[src/rtl/spi_regbank_pkg.sv]
// Package: shared constants for the serial control register bank.
// Holds register count, default values, writable masks and the bit
// positions of every field. Assumes byte-wide registers.
package spi_regbank_pkg;

    localparam int RB_DATA_W   = 8;
    localparam int RB_ADDR_W   = 5;
    localparam int RB_NUM_REGS = 3;

    // Writable/readable storage mask per register (index = address).
    localparam logic [7:0] REG_MASK [RB_NUM_REGS] = '{8'hDC, 8'hFF, 8'hF7};
    // Reset value per register (index = address).
    localparam logic [7:0] REG_DFLT [RB_NUM_REGS] = '{8'h00, 8'h04, 8'h00};

    // Register 00h: port configuration.
    localparam int CFG_ADDR   = 0;
    localparam int CFG_3WIRE  = 7;
    localparam int CFG_LSB    = 6;
    localparam int CFG_SWRST  = 5;
    localparam int CFG_SLEEP  = 4;
    localparam int CFG_PDN    = 3;
    localparam int CFG_1RSET  = 2;
    localparam int CFG_LOCK   = 1;

    // Register 01h: filter and mixer.
    localparam int MIX_ADDR   = 1;
    localparam int MIX_INTERP = 6;   // two bits, 7:6
    localparam int MIX_NCO    = 4;   // two bits, 5:4
    localparam int MIX_ZSTUFF = 3;
    localparam int MIX_REAL   = 2;
    localparam int MIX_SIGN   = 1;
    localparam int MIX_PIN8   = 0;

    // Register 02h: data port.
    localparam int PRT_ADDR   = 2;
    localparam int PRT_OFFBIN = 7;
    localparam int PRT_ONEP   = 6;
    localparam int PRT_DRIVE  = 5;
    localparam int PRT_CKINV  = 4;
    localparam int PRT_PCKINV = 2;
    localparam int PRT_IQINV  = 1;
    localparam int PRT_QFIRST = 0;

endpackage

[src/rtl/spi_bit_sync.sv]
// Module: multi-stage synchronizer for a vector of asynchronous inputs.
// Each bit is treated independently; callers must not rely on bits of
// the vector arriving in the same cycle. Reset loads RST_VAL.
module spi_bit_sync #(
    parameter int              WIDTH   = 4,
    parameter int              STAGES  = 2,
    parameter logic [WIDTH-1:0] RST_VAL = '0
) (
    input  logic             clk,
    input  logic             rst_n,
    input  logic [WIDTH-1:0] d_async,
    output logic [WIDTH-1:0] q_sync
);

    logic [WIDTH-1:0] stage_q [STAGES];

    // First flop samples the asynchronous inputs.
    always_ff @(posedge clk) begin
        if (!rst_n) stage_q[0] <= RST_VAL;
        else        stage_q[0] <= d_async;
    end

    for (genvar gs = 1; gs < STAGES; gs++) begin : g_stage
        // Further flops settle metastability.
        always_ff @(posedge clk) begin
            if (!rst_n) stage_q[gs] <= RST_VAL;
            else        stage_q[gs] <= stage_q[gs-1];
        end
    end

    assign q_sync = stage_q[STAGES-1];

endmodule

[src/rtl/spi_serial_engine.sv]
// Module: serial frame engine. Detects serial clock edges on synchronized
// inputs, assembles the instruction and data bytes in the configured bit
// order, issues a one-cycle write strobe and shifts read data out on
// falling edges. Assumes the serial clock is much slower than clk and
// that the frame select is held low for the whole two-byte frame.
module spi_serial_engine #(
    parameter int DATA_W = 8,
    parameter int ADDR_W = 5
) (
    input  logic              clk,
    input  logic              rst_n,
    input  logic              sclk_s,
    input  logic              csn_s,
    input  logic              sdi_s,
    input  logic              lsb_first,
    input  logic              three_wire,
    input  logic [DATA_W-1:0] rd_data,
    output logic [ADDR_W-1:0] rd_addr,
    output logic              wr_stb,
    output logic [ADDR_W-1:0] wr_addr,
    output logic [DATA_W-1:0] wr_data,
    output logic              xfer_rd,
    output logic              sdio_o,
    output logic              sdio_oe,
    output logic              sdo_o,
    output logic              sdo_oe
);

    localparam int FRAME = 2 * DATA_W;
    localparam int CNT_W = $clog2(FRAME + 1);

    logic              sclk_d;
    logic              rise;
    logic              fall;
    logic [CNT_W-1:0]  bit_cnt;
    logic [CNT_W-1:0]  tx_idx;
    logic [DATA_W-1:0] shift_q;
    logic [DATA_W-1:0] shift_nxt;
    logic [DATA_W-1:0] out_byte;
    logic [ADDR_W-1:0] addr_q;
    logic              dout_q;
    logic              drive_q;

    // Choose the bit of a byte sent at position idx of the data phase.
    function automatic logic pick_bit(input logic [DATA_W-1:0] b,
                                      input logic [CNT_W-1:0]  idx,
                                      input logic              lsb);
        logic r;
        r = 1'b0;
        for (int j = 0; j < DATA_W; j++) begin
            if (lsb ? (idx == CNT_W'(j)) : (idx == CNT_W'(DATA_W - 1 - j)))
                r = b[j];
        end
        return r;
    endfunction

    // Remember the previous serial clock level for edge detection.
    always_ff @(posedge clk) begin
        if (!rst_n) sclk_d <= 1'b0;
        else        sclk_d <= sclk_s;
    end

    assign rise      = sclk_s & ~sclk_d & ~csn_s;
    assign fall      = ~sclk_s & sclk_d & ~csn_s;
    assign tx_idx    = bit_cnt - CNT_W'(DATA_W);
    assign shift_nxt = lsb_first ? {sdi_s, shift_q[DATA_W-1:1]}
                                 : {shift_q[DATA_W-2:0], sdi_s};

    // Count bits and shift in serial data on rising edges.
    always_ff @(posedge clk) begin
        if (!rst_n) begin
            bit_cnt <= '0;
            shift_q <= '0;
            addr_q  <= '0;
            xfer_rd <= 1'b0;
        end else if (csn_s) begin
            bit_cnt <= '0;
            xfer_rd <= 1'b0;
        end else if (rise && (bit_cnt < CNT_W'(FRAME))) begin
            shift_q <= shift_nxt;
            bit_cnt <= bit_cnt + 1'b1;
            if (bit_cnt == CNT_W'(DATA_W - 1)) begin
                xfer_rd <= shift_nxt[DATA_W-1];
                addr_q  <= shift_nxt[ADDR_W-1:0];
            end
        end
    end

    // Issue the write strobe on the last rising edge of a write frame.
    always_ff @(posedge clk) begin
        if (!rst_n) begin
            wr_stb  <= 1'b0;
            wr_addr <= '0;
            wr_data <= '0;
        end else begin
            wr_stb <= 1'b0;
            if (!csn_s && rise && (bit_cnt == CNT_W'(FRAME - 1)) && !xfer_rd) begin
                wr_stb  <= 1'b1;
                wr_addr <= addr_q;
                wr_data <= shift_nxt;
            end
        end
    end

    // Launch read data on falling edges and hold the drive until deselect.
    always_ff @(posedge clk) begin
        if (!rst_n) begin
            out_byte <= '0;
            dout_q   <= 1'b0;
            drive_q  <= 1'b0;
        end else if (csn_s) begin
            drive_q  <= 1'b0;
        end else if (fall && xfer_rd && (bit_cnt >= CNT_W'(DATA_W))
                     && (bit_cnt < CNT_W'(FRAME))) begin
            drive_q <= 1'b1;
            if (bit_cnt == CNT_W'(DATA_W)) begin
                out_byte <= rd_data;
                dout_q   <= pick_bit(rd_data, '0, lsb_first);
            end else begin
                dout_q   <= pick_bit(out_byte, tx_idx, lsb_first);
            end
        end
    end

    assign rd_addr = addr_q;
    assign sdio_o  = dout_q;
    assign sdo_o   = dout_q;
    assign sdio_oe = drive_q & three_wire;
    assign sdo_oe  = drive_q & ~three_wire;

endmodule

[src/rtl/spi_reg_file.sv]
// Module: register storage with masked writes, software reset of the
// datapath registers and the read-back multiplexer. Assumes the write
// strobe is a single-cycle pulse; the software reset bit is never stored.
module spi_reg_file
    import spi_regbank_pkg::*;
#(
    parameter int DATA_W   = RB_DATA_W,
    parameter int ADDR_W   = RB_ADDR_W,
    parameter int NUM_REGS = RB_NUM_REGS
) (
    input  logic                             clk,
    input  logic                             rst_n,
    input  logic                             wr_stb,
    input  logic [ADDR_W-1:0]                wr_addr,
    input  logic [DATA_W-1:0]                wr_data,
    input  logic [ADDR_W-1:0]                rd_addr,
    input  logic                             lock_s,
    output logic [DATA_W-1:0]                rd_data,
    output logic [NUM_REGS-1:0][DATA_W-1:0]  reg_q
);

    logic [DATA_W-1:0] regs [NUM_REGS];
    logic              soft_rst;
    logic [DATA_W-1:0] lock_bits;

    assign soft_rst  = wr_stb && (wr_addr == ADDR_W'(CFG_ADDR)) && wr_data[CFG_SWRST];
    assign lock_bits = {{(DATA_W-1){1'b0}}, lock_s} << CFG_LOCK;

    for (genvar gi = 0; gi < NUM_REGS; gi++) begin : g_reg
        localparam logic [DATA_W-1:0] MASK = DATA_W'(REG_MASK[gi]);
        localparam logic [DATA_W-1:0] DFLT = DATA_W'(REG_DFLT[gi]) & MASK;

        // Hold one register: hardware reset, masked write, soft reset.
        always_ff @(posedge clk) begin
            if (!rst_n)
                regs[gi] <= DFLT;
            else if (wr_stb && (wr_addr == ADDR_W'(gi)))
                regs[gi] <= wr_data & MASK;
            else if (soft_rst && (gi != CFG_ADDR))
                regs[gi] <= DFLT;
        end

        assign reg_q[gi] = regs[gi];
    end

    // Select read data; unmapped addresses return zero.
    always_comb begin
        rd_data = '0;
        for (int i = 0; i < NUM_REGS; i++) begin
            if (rd_addr == ADDR_W'(i)) begin
                rd_data = regs[i];
                if (i == CFG_ADDR) rd_data = regs[i] | lock_bits;
            end
        end
    end

endmodule

[src/rtl/spi_ctrl_regbank.sv]
// Module: top of the serial control register bank. Synchronizes the
// serial pins and lock input, runs the frame engine against the
// register file and splits the registers into named field outputs.
// Assumes the serial clock half period spans several clk cycles.
module spi_ctrl_regbank
    import spi_regbank_pkg::*;
#(
    parameter int DATA_W      = RB_DATA_W,
    parameter int ADDR_W      = RB_ADDR_W,
    parameter int NUM_REGS    = RB_NUM_REGS,
    parameter int SYNC_STAGES = 2
) (
    input  logic       clk,
    input  logic       rst_n,
    input  logic       spi_csn,
    input  logic       spi_sclk,
    input  logic       spi_sdio_i,
    output logic       spi_sdio_o,
    output logic       spi_sdio_oe,
    output logic       spi_sdo_o,
    output logic       spi_sdo_oe,
    input  logic       pll_lock,
    output logic       sleep_en,
    output logic       pwr_down,
    output logic       single_rset,
    output logic [1:0] interp_sel,
    output logic [1:0] nco_mode,
    output logic       zero_stuff,
    output logic       real_mix,
    output logic       mix_sign_pos,
    output logic       pin8_clk_out,
    output logic       fmt_offset_bin,
    output logic       one_port,
    output logic       clk_drive_hi,
    output logic       clk_out_inv,
    output logic       port_clk_inv,
    output logic       iq_sel_inv,
    output logic       pair_q_first
);

    localparam int SYNC_W = 4;
    // Idle levels: lock 0, data 0, select high, clock low.
    localparam logic [SYNC_W-1:0] SYNC_IDLE = 4'b0010;

    logic [SYNC_W-1:0]               sync_q;
    logic                            sclk_s;
    logic                            csn_s;
    logic                            sdi_s;
    logic                            lock_s;
    logic [ADDR_W-1:0]               rd_addr;
    logic [DATA_W-1:0]               rd_data;
    logic                            wr_stb;
    logic [ADDR_W-1:0]               wr_addr;
    logic [DATA_W-1:0]               wr_data;
    logic                            xfer_rd;
    logic [NUM_REGS-1:0][DATA_W-1:0] reg_q;
    logic                            three_wire_cfg;
    logic                            lsb_first_cfg;

    spi_bit_sync #(
        .WIDTH   (SYNC_W),
        .STAGES  (SYNC_STAGES),
        .RST_VAL (SYNC_IDLE)
    ) u_sync (
        .clk     (clk),
        .rst_n   (rst_n),
        .d_async ({pll_lock, spi_sdio_i, spi_csn, spi_sclk}),
        .q_sync  (sync_q)
    );

    assign sclk_s = sync_q[0];
    assign csn_s  = sync_q[1];
    assign sdi_s  = sync_q[2];
    assign lock_s = sync_q[3];

    assign three_wire_cfg = reg_q[CFG_ADDR][CFG_3WIRE];
    assign lsb_first_cfg  = reg_q[CFG_ADDR][CFG_LSB];

    spi_serial_engine #(
        .DATA_W (DATA_W),
        .ADDR_W (ADDR_W)
    ) u_engine (
        .clk        (clk),
        .rst_n      (rst_n),
        .sclk_s     (sclk_s),
        .csn_s      (csn_s),
        .sdi_s      (sdi_s),
        .lsb_first  (lsb_first_cfg),
        .three_wire (three_wire_cfg),
        .rd_data    (rd_data),
        .rd_addr    (rd_addr),
        .wr_stb     (wr_stb),
        .wr_addr    (wr_addr),
        .wr_data    (wr_data),
        .xfer_rd    (xfer_rd),
        .sdio_o     (spi_sdio_o),
        .sdio_oe    (spi_sdio_oe),
        .sdo_o      (spi_sdo_o),
        .sdo_oe     (spi_sdo_oe)
    );

    spi_reg_file #(
        .DATA_W   (DATA_W),
        .ADDR_W   (ADDR_W),
        .NUM_REGS (NUM_REGS)
    ) u_regs (
        .clk     (clk),
        .rst_n   (rst_n),
        .wr_stb  (wr_stb),
        .wr_addr (wr_addr),
        .wr_data (wr_data),
        .rd_addr (rd_addr),
        .lock_s  (lock_s),
        .rd_data (rd_data),
        .reg_q   (reg_q)
    );

    // Field outputs taken straight from register storage.
    assign sleep_en       = reg_q[CFG_ADDR][CFG_SLEEP];
    assign pwr_down       = reg_q[CFG_ADDR][CFG_PDN];
    assign single_rset    = reg_q[CFG_ADDR][CFG_1RSET];
    assign interp_sel     = reg_q[MIX_ADDR][MIX_INTERP+1:MIX_INTERP];
    assign nco_mode       = reg_q[MIX_ADDR][MIX_NCO+1:MIX_NCO];
    assign zero_stuff     = reg_q[MIX_ADDR][MIX_ZSTUFF];
    assign real_mix       = reg_q[MIX_ADDR][MIX_REAL];
    assign mix_sign_pos   = reg_q[MIX_ADDR][MIX_SIGN];
    assign pin8_clk_out   = reg_q[MIX_ADDR][MIX_PIN8];
    assign fmt_offset_bin = reg_q[PRT_ADDR][PRT_OFFBIN];
    assign one_port       = reg_q[PRT_ADDR][PRT_ONEP];
    assign clk_drive_hi   = reg_q[PRT_ADDR][PRT_DRIVE];
    assign clk_out_inv    = reg_q[PRT_ADDR][PRT_CKINV];
    assign port_clk_inv   = reg_q[PRT_ADDR][PRT_PCKINV];
    assign iq_sel_inv     = reg_q[PRT_ADDR][PRT_IQINV];
    assign pair_q_first   = reg_q[PRT_ADDR][PRT_QFIRST];

endmodule

[config.mk]
export PLATFORM = sky130hd
export DESIGN_NAME = spi_ctrl_regbank
export DESIGN_NICKNAME = d
export VERILOG_FILES = /design/src/rtl/spi_regbank_pkg.sv /design/src/rtl/spi_bit_sync.sv /design/src/rtl/spi_serial_engine.sv /design/src/rtl/spi_reg_file.sv /design/src/rtl/spi_ctrl_regbank.sv
export SDC_FILE = /design/constraint.sdc
export NUM_CORES = 1
export LEC_CHECK = 0
export BUFFER_PORTS_ARGS = -buffer_cell sky130_fd_sc_hd__buf_2
export CELL_PAD_IN_SITES_DETAIL_PLACEMENT = 1
export CELL_PAD_IN_SITES_GLOBAL_PLACEMENT = 1
export CORE_MARGIN = 5
export CORE_UTILIZATION = 42
export DETAILED_ROUTE_END_ITERATION = 16
export GPL_TIMING_DRIVEN = 0
export PLACE_DENSITY_LB_ADDON = 0.2
export SYNTH_ARGS = -nofsm -noshare
export SYNTH_HDL_FRONTEND = slang
export SYNTH_SLANG_ARGS = --single-unit
[constraint.sdc]
create_clock -name clk -period 2.35 [get_ports clk]
set_clock_uncertainty 0.1 [all_clocks]
set_input_delay 0.235 -clock clk [delete_from_list [all_inputs] [get_ports clk]]
set_output_delay 0.235 -clock clk [all_outputs]
set_load 0.01 [all_outputs]
* Word level (Yosys, flattened, before mapping)
Memory sizes are Yosys's and may differ from the RTL's.
Cells that the tools add are included.
** Word-level totals
- Bits of input ports :: 6
- Register bits after elaboration :: 44
- Output and inout port bits :: 22
- RAM bits :: 32
- Memories :: 2
** Memories
- u_regs.regs :: words 3, bits a word 8, rd ports 3, clocked after Yosys merged registers in 0, write ports 3, RTL line spi_reg_file.sv:22 : logic [DATA_W-1:0] regs [NUM_REGS];
- u_sync.stage_q :: words 2, bits a word 4, rd ports 2, clocked after Yosys merged registers in 0, write ports 2, RTL line spi_bit_sync.sv:15 : logic [WIDTH-1:0] stage_q [STAGES];
** Cells by class
- $add $sub $neg :: 2
- Reduce and logical (&&, ||, !) cells :: 22
- Muxes and demuxes :: 50
- Magnitude comparators :: 2
- Equal/unequal tests :: 14
- Bitwise gates (word level) :: 19
** Operators by type and width (number)
- two-way mux 8 bit :: 9
- two-way mux 1 bit :: 39
- == test 5 x 3 -> 1 bit, second input constant :: 5
- == test 5 x 2 -> 1 bit, second input constant :: 4
- == test 5 x 1 -> 1 bit, second input constant :: 3
- logical NOT 5 bit :: 3
- logical AND 1 bit :: 11
- == test 5 x 4 -> 1 bit, second input constant :: 2
- two-way mux 4 bit :: 2
- bitwise OR 8 x 2 -> 8 bit :: 1
- bitwise OR 1 bit :: 7
- bitwise AND 1 bit :: 6
- AND reduction 2 bit :: 3
- AND reduction 3 bit :: 2
- adder 5 x 1 -> 5 bit, second input constant :: 1
- greater-or-equal comparator 5 x 4 -> 1 bit, second input constant :: 1
- < comparator 5 bit, second input constant :: 1
- inverter 1 bit :: 5
- subtractor 5 x 4 -> 5 bit, second input constant :: 1
- logical NOT 1 bit :: 2
- OR reduction 2 bit :: 1

* Depth between registers and ports, before layout
- Word-level depth :: 12
- Depth in mapped cells :: 10
- Mapped depth without buffers :: 8

* By module
From an unflattened synthesis, not the netlist that was laid out.
** Second synthesis, totals
- Cell total of the unflattened synthesis :: 334
- Area total of the unflattened synthesis :: 3363.2 sq um
** Modules (own cells, without submodules)
- spi_serial_engine :: cells each 219, area an instance 2119.5 sq um, times used 1, seq. area each 880.8 sq um
- spi_reg_file :: cells each 99, area an instance 1033.5 sq um, times used 1, seq. area each 600.6 sq um
- spi_bit_sync :: cells each 16, area an instance 210.2 sq um, times used 1, seq. area each 160.2 sq um

* Worst setup path before layout
Ideal clock, no wire load.
- Path kind :: reg2reg
- From :: register u_engine.bit_cnt[0]
- To :: register u_engine.wr_data[7]
- Required time :: 2134 ps
- Data arrival time :: 1962 ps
- Cell stages (with the launch flop) :: 9
- Buffers on the path :: 2
- Setup time :: 116 ps
- Path slack :: 172 ps
- Cell sequence :: dfxtp_1 -> ha_1 -> and3_1 -> ha_1 -> nor4b_2 -> buf_2 -> buf_2 -> nand2_1 -> o211a_1
** Between the ends
- Cells in the longest elaborated chain, start to end :: 3
** RTL lines
- start: declaration :: RTL line spi_serial_engine.sv:35 : logic [CNT_W-1:0] bit_cnt;
- start signal: assignment :: RTL line spi_serial_engine.sv:81 : bit_cnt <= bit_cnt + 1'b1;
- == test 5 x 4 -> 1 bit :: RTL line spi_serial_engine.sv:97 : if (!csn_s && rise && (bit_cnt == CNT_W'(FRAME - 1)) && !xfer_rd) begin
- logical AND 1 bit (2 in series) :: RTL line spi_serial_engine.sv:97
- end signal: assignment :: RTL line spi_serial_engine.sv:100 : wr_data <= shift_nxt;
- end: declaration :: RTL line spi_serial_engine.sv:21 : output logic [DATA_W-1:0] wr_data,
Every way passes these cells.
A chain may end at the register's enable or synchronous reset.

* Worst setup path after layout
- From :: register u_engine.bit_cnt[2]
- To :: register u_engine.wr_data[7]
The elaborated chain is that of the path after synthesis.

==> results_dict.tcl <==
set metrics [dict create \
    status "complete, no violations" \
    switchingPower_uw 552 \
    synth_edf_count 20 \
    p_clk_share_pct 38.7 \
    fmax_mhz 449 \
    start_util_pct 42.7 \
    root_buffer "clkbuf_8" \
    path_cells "buf_2, clkbuf_4, and3_1, ha_1, nor4b_4, buf_4, buf_2, nand2_1, o211a_1" \
    gr-total-overflow 0 \
    vias 2508 \
    final-setup-viol-count 0 \
    io_buffers 27 \
    ys.flop_type "dfxtp_1" \
    ir_worst_vdd_uv 389 \
    place_area_um2 3530 \
    min_period_over_period_pct 94.8 \
    synth-seq-cells 72 \
    path_buf_inv 4 \
    die_w_um 98.2 \
    p_sw_share_pct 24.4 \
    grt_pass1_vias 2685 \
    synth.area.top_cells "dfxtp_1 32%, edfxtp_1 18%, mux2i_1 6.7%, o211a_1 6.4%, and2_1 5.4%" \
    crit_path_max_incr_delay_ns 0.32 \
    clk_latency_ns 0.34 \
    cp_top_family "buffers and inverters" \
    cts_tree "done" \
    antennaDiodeCount 0 \
    drt_iter0_markers 75 \
    synth_top_area_share_pct 31.9 \
    clkSinkCount 72 \
    dpl_worst_slack_ns -0.385 \
    synth.distinct_cells 44 \
    yosys_warnings 0 \
    grt_pass1_wl_um 13600 \
    worst_hold_path_type "primary input to register" \
    wire_per_inst_um 17.6 \
    place.gp.congestion 0.814 \
    area_growth_pct 16.1 \
    synth-async-reset-ratio_pct 0 \
    track_usage_pct 17.8 \
    io_pins 28 \
    drcViolationCount 0 \
    cp_data_arrival_time_ns 2.36 \
    rsz0062_at_grt "true" \
    cpMostUsedCell "buf_2" \
    combPwrFrac_pct 3.7 \
    criticalPathCategory "register to register" \
    antenna_found_initial 0 \
    crit_required_ns 2.48 \
    drtPass1Iterations 4 \
    slowest_stage "dfxtp_1" \
    h-tree-depth 3 \
    cp-end-kind "register" \
    routed_wl_um 8290 \
    maxSlewViolCount 0 \
    ys_seq_area_share_pct 50.3 \
    design_area_um2 3790 \
    stdcell_count 472 \
    die-area_um2 9640 \
    synthCells 321 \
    utilization_pct 49.6 \
    relSlewSlack_pct 56.9 \
    drive_gt1_share_pct 17.3 \
    cts_max_path_buffers 2 \
    nets 378 \
    min_period_ns 2.23 \
    grt_max_degree 14 \
    viasPerCell 5.31 \
    synth_top_cell_by_area "dfxtp_1" \
    clk_pin_slew_worst_paths_ns 0.09 \
    numCtsBuffers 9 \
    p_leak_nw 1.64 \
    dpl.hpwl_um 6100 \
    worst_slew_pin_slew_ns 0.637 \
    rows 32 \
    power_density_nw_per_um2 597 \
    crit_path_start_kind "register" \
    avgSynthCellArea_um2 10.2 \
    die_y_um 98.2 \
    pwr-share-seq_pct 57.6 \
    antenna_left 0 \
    syn_area_um2 3270 \
    place_inst 450 \
    internal-power_mw 1.71 \
    crit_fanout 10 \
    core_um2 7650 \
    hold_viol 0 \
    cap_violations 0 \
    synth_nets 334 \
    hold-worst-slack_ns 0.276 \
    postLayoutSetupSlackWorst_ns 0.122 \
]
cells in the mapped netlist (3+ instances only):
| cell type | n |
|---|---|
| nor2_1 | 27 |
| nand3_1 | 4 |
| and2_1 | 28 |
| mux2i_1 | 22 |
| o211a_1 | 21 |
| nor3b_1 | 3 |
| nor2b_1 | 17 |
| edfxtp_1 | 20 |
| o21ai_0 | 3 |
| nor3_1 | 5 |
| dfxtp_1 | 52 |
| a21oi_1 | 14 |
| buf_2 | 7 |
| nand2b_1 | 7 |
| ha_1 | 7 |
| clkbuf_1 | 9 |
| inv_1 | 5 |
| nand2_1 | 30 |
| a31oi_1 | 4 |
power by group through the flow:
stage / combinational [mW] / sequential, mW / clock (mW)
after global routing: 0.0924 / 1.31 / 0.953
after CTS: 0.0834 / 1.30 / 0.898
after floorplan: 0.0402 / 1.33 / 0
final: 0.0842 / 1.30 / 0.875
after global placement: 0.0751 / 1.33 / 0
after detailed placement: 0.0771 / 1.33 / 0
worst paths after layout:
| kind | cells after the start | from | slack (ns) | to |
|---|---|---|---|---|
| max | 9 | u_engine.bit_cnt[2] | 0.12 | u_engine.wr_data[7] |
| min | 3 | rst_n | 0.28 | u_engine.sdio_o |
| max reg2reg | 9 | u_engine.bit_cnt[2] | 0.12 | u_engine.wr_data[7] |
| min reg2reg | 1 | u_sync.stage_q[0][1] | 0.32 | u_sync.stage_q[1][1] |
tightest hold or removal path: stages:
cell	delay [ns]
buf_2	0.17
o311ai_0	0.15
o32ai_1	0.10
routing by layer:
| layer | wire, µm | vias up | GRT usage, % |
|---|---|---|---|
| met3 | 219 | 15 | 3.43 |
| met2 | 4230 | 26 | 31.7 |
| met4 | 150 | 0 | 6.09 |
| met5 | 0 | - | 0 |
| li1 | - | 1222 | - |
| met1 | 3690 | 1245 | 21.4 |
area by class of cell:
class / instances / area [µm²]
Tap cell: 102 / 128
Fill cell: 896 / 3860
Buffer: 20 / 108
Sequential cell: 72 / 1640
Clock inverter: 6 / 45.0
Timing Repair Buffer: 33 / 190
Clock buffer: 10 / 128
Inverter: 5 / 18.8
Multi-Input combinational cell: 224 / 1530
logic make-up (layout without fill, tap and decap cells):
logic type	Yosys count	after routing	share of synthesized area, %
AOI/OAI and AO/OA	53	53	12.7
xor gates and xnor gates	3	3	0.805
adders and majority gates	7	7	2.68
buffers and inverters	25	74	3.72
DFF	72	72	50.3
muxes	22	22	6.74
and+or+nand+nor	139	139	23.1
stage by stage:
stage | power, mW | TNS, ns
after floorplan | 1.37 | 0
after global placement | 1.41 | -2.71
after detailed placement | 1.41 | -3.66
after CTS | 2.28 | 0
after global routing | 2.35 | -0.0141
final | 2.26 | 0
state kept, by name (all words and copies together) (netlist names):
name               count
u_engine.drive_q       1
u_engine.wr_addr       5
u_engine.sclk_d        1
u_engine.shift_q       8
u_engine.wr_stb        1
u_engine.bit_cnt       5
u_engine.rd_addr       5
u_engine.xfer_rd       1
u_engine.out_byte      8
u_engine.sdio_o        1
u_engine.wr_data       8
u_sync.stage_q         8
u_regs.regs           20
cell usage in the layout, fill, tap and decap left out, types with 3 or more instances in the layout:
master         count
dfxtp_1           51
inv_1              5
buf_4              4
ha_1               6
edfxtp_1          20
nor2_1            27
nand3_1            4
nor3_1             5
a31oi_1            4
nand2b_1           7
clkinvlp_4         3
and2_1            28
nor2b_1           16
clkbuf_8           9
mux2i_1           22
o211a_1           21
buf_2             32
dlygate4sd3_1      4
a21oi_1           13
clkbuf_1          10
nand2_1           30
what timing repair did:
action | 4_1_cts | 5_1_grt
gates cloned | 0 | 0
resized for setup | 3 | 10
buffers inserted | 1 | 1
hold buffers | 4 | 0
endpoints found under the hold margin | 4 | 0
pin swaps | 0 | 0
setup endpoints to repair | 18 | 25
No activity file was read; power rests on OpenSTA's default activity.
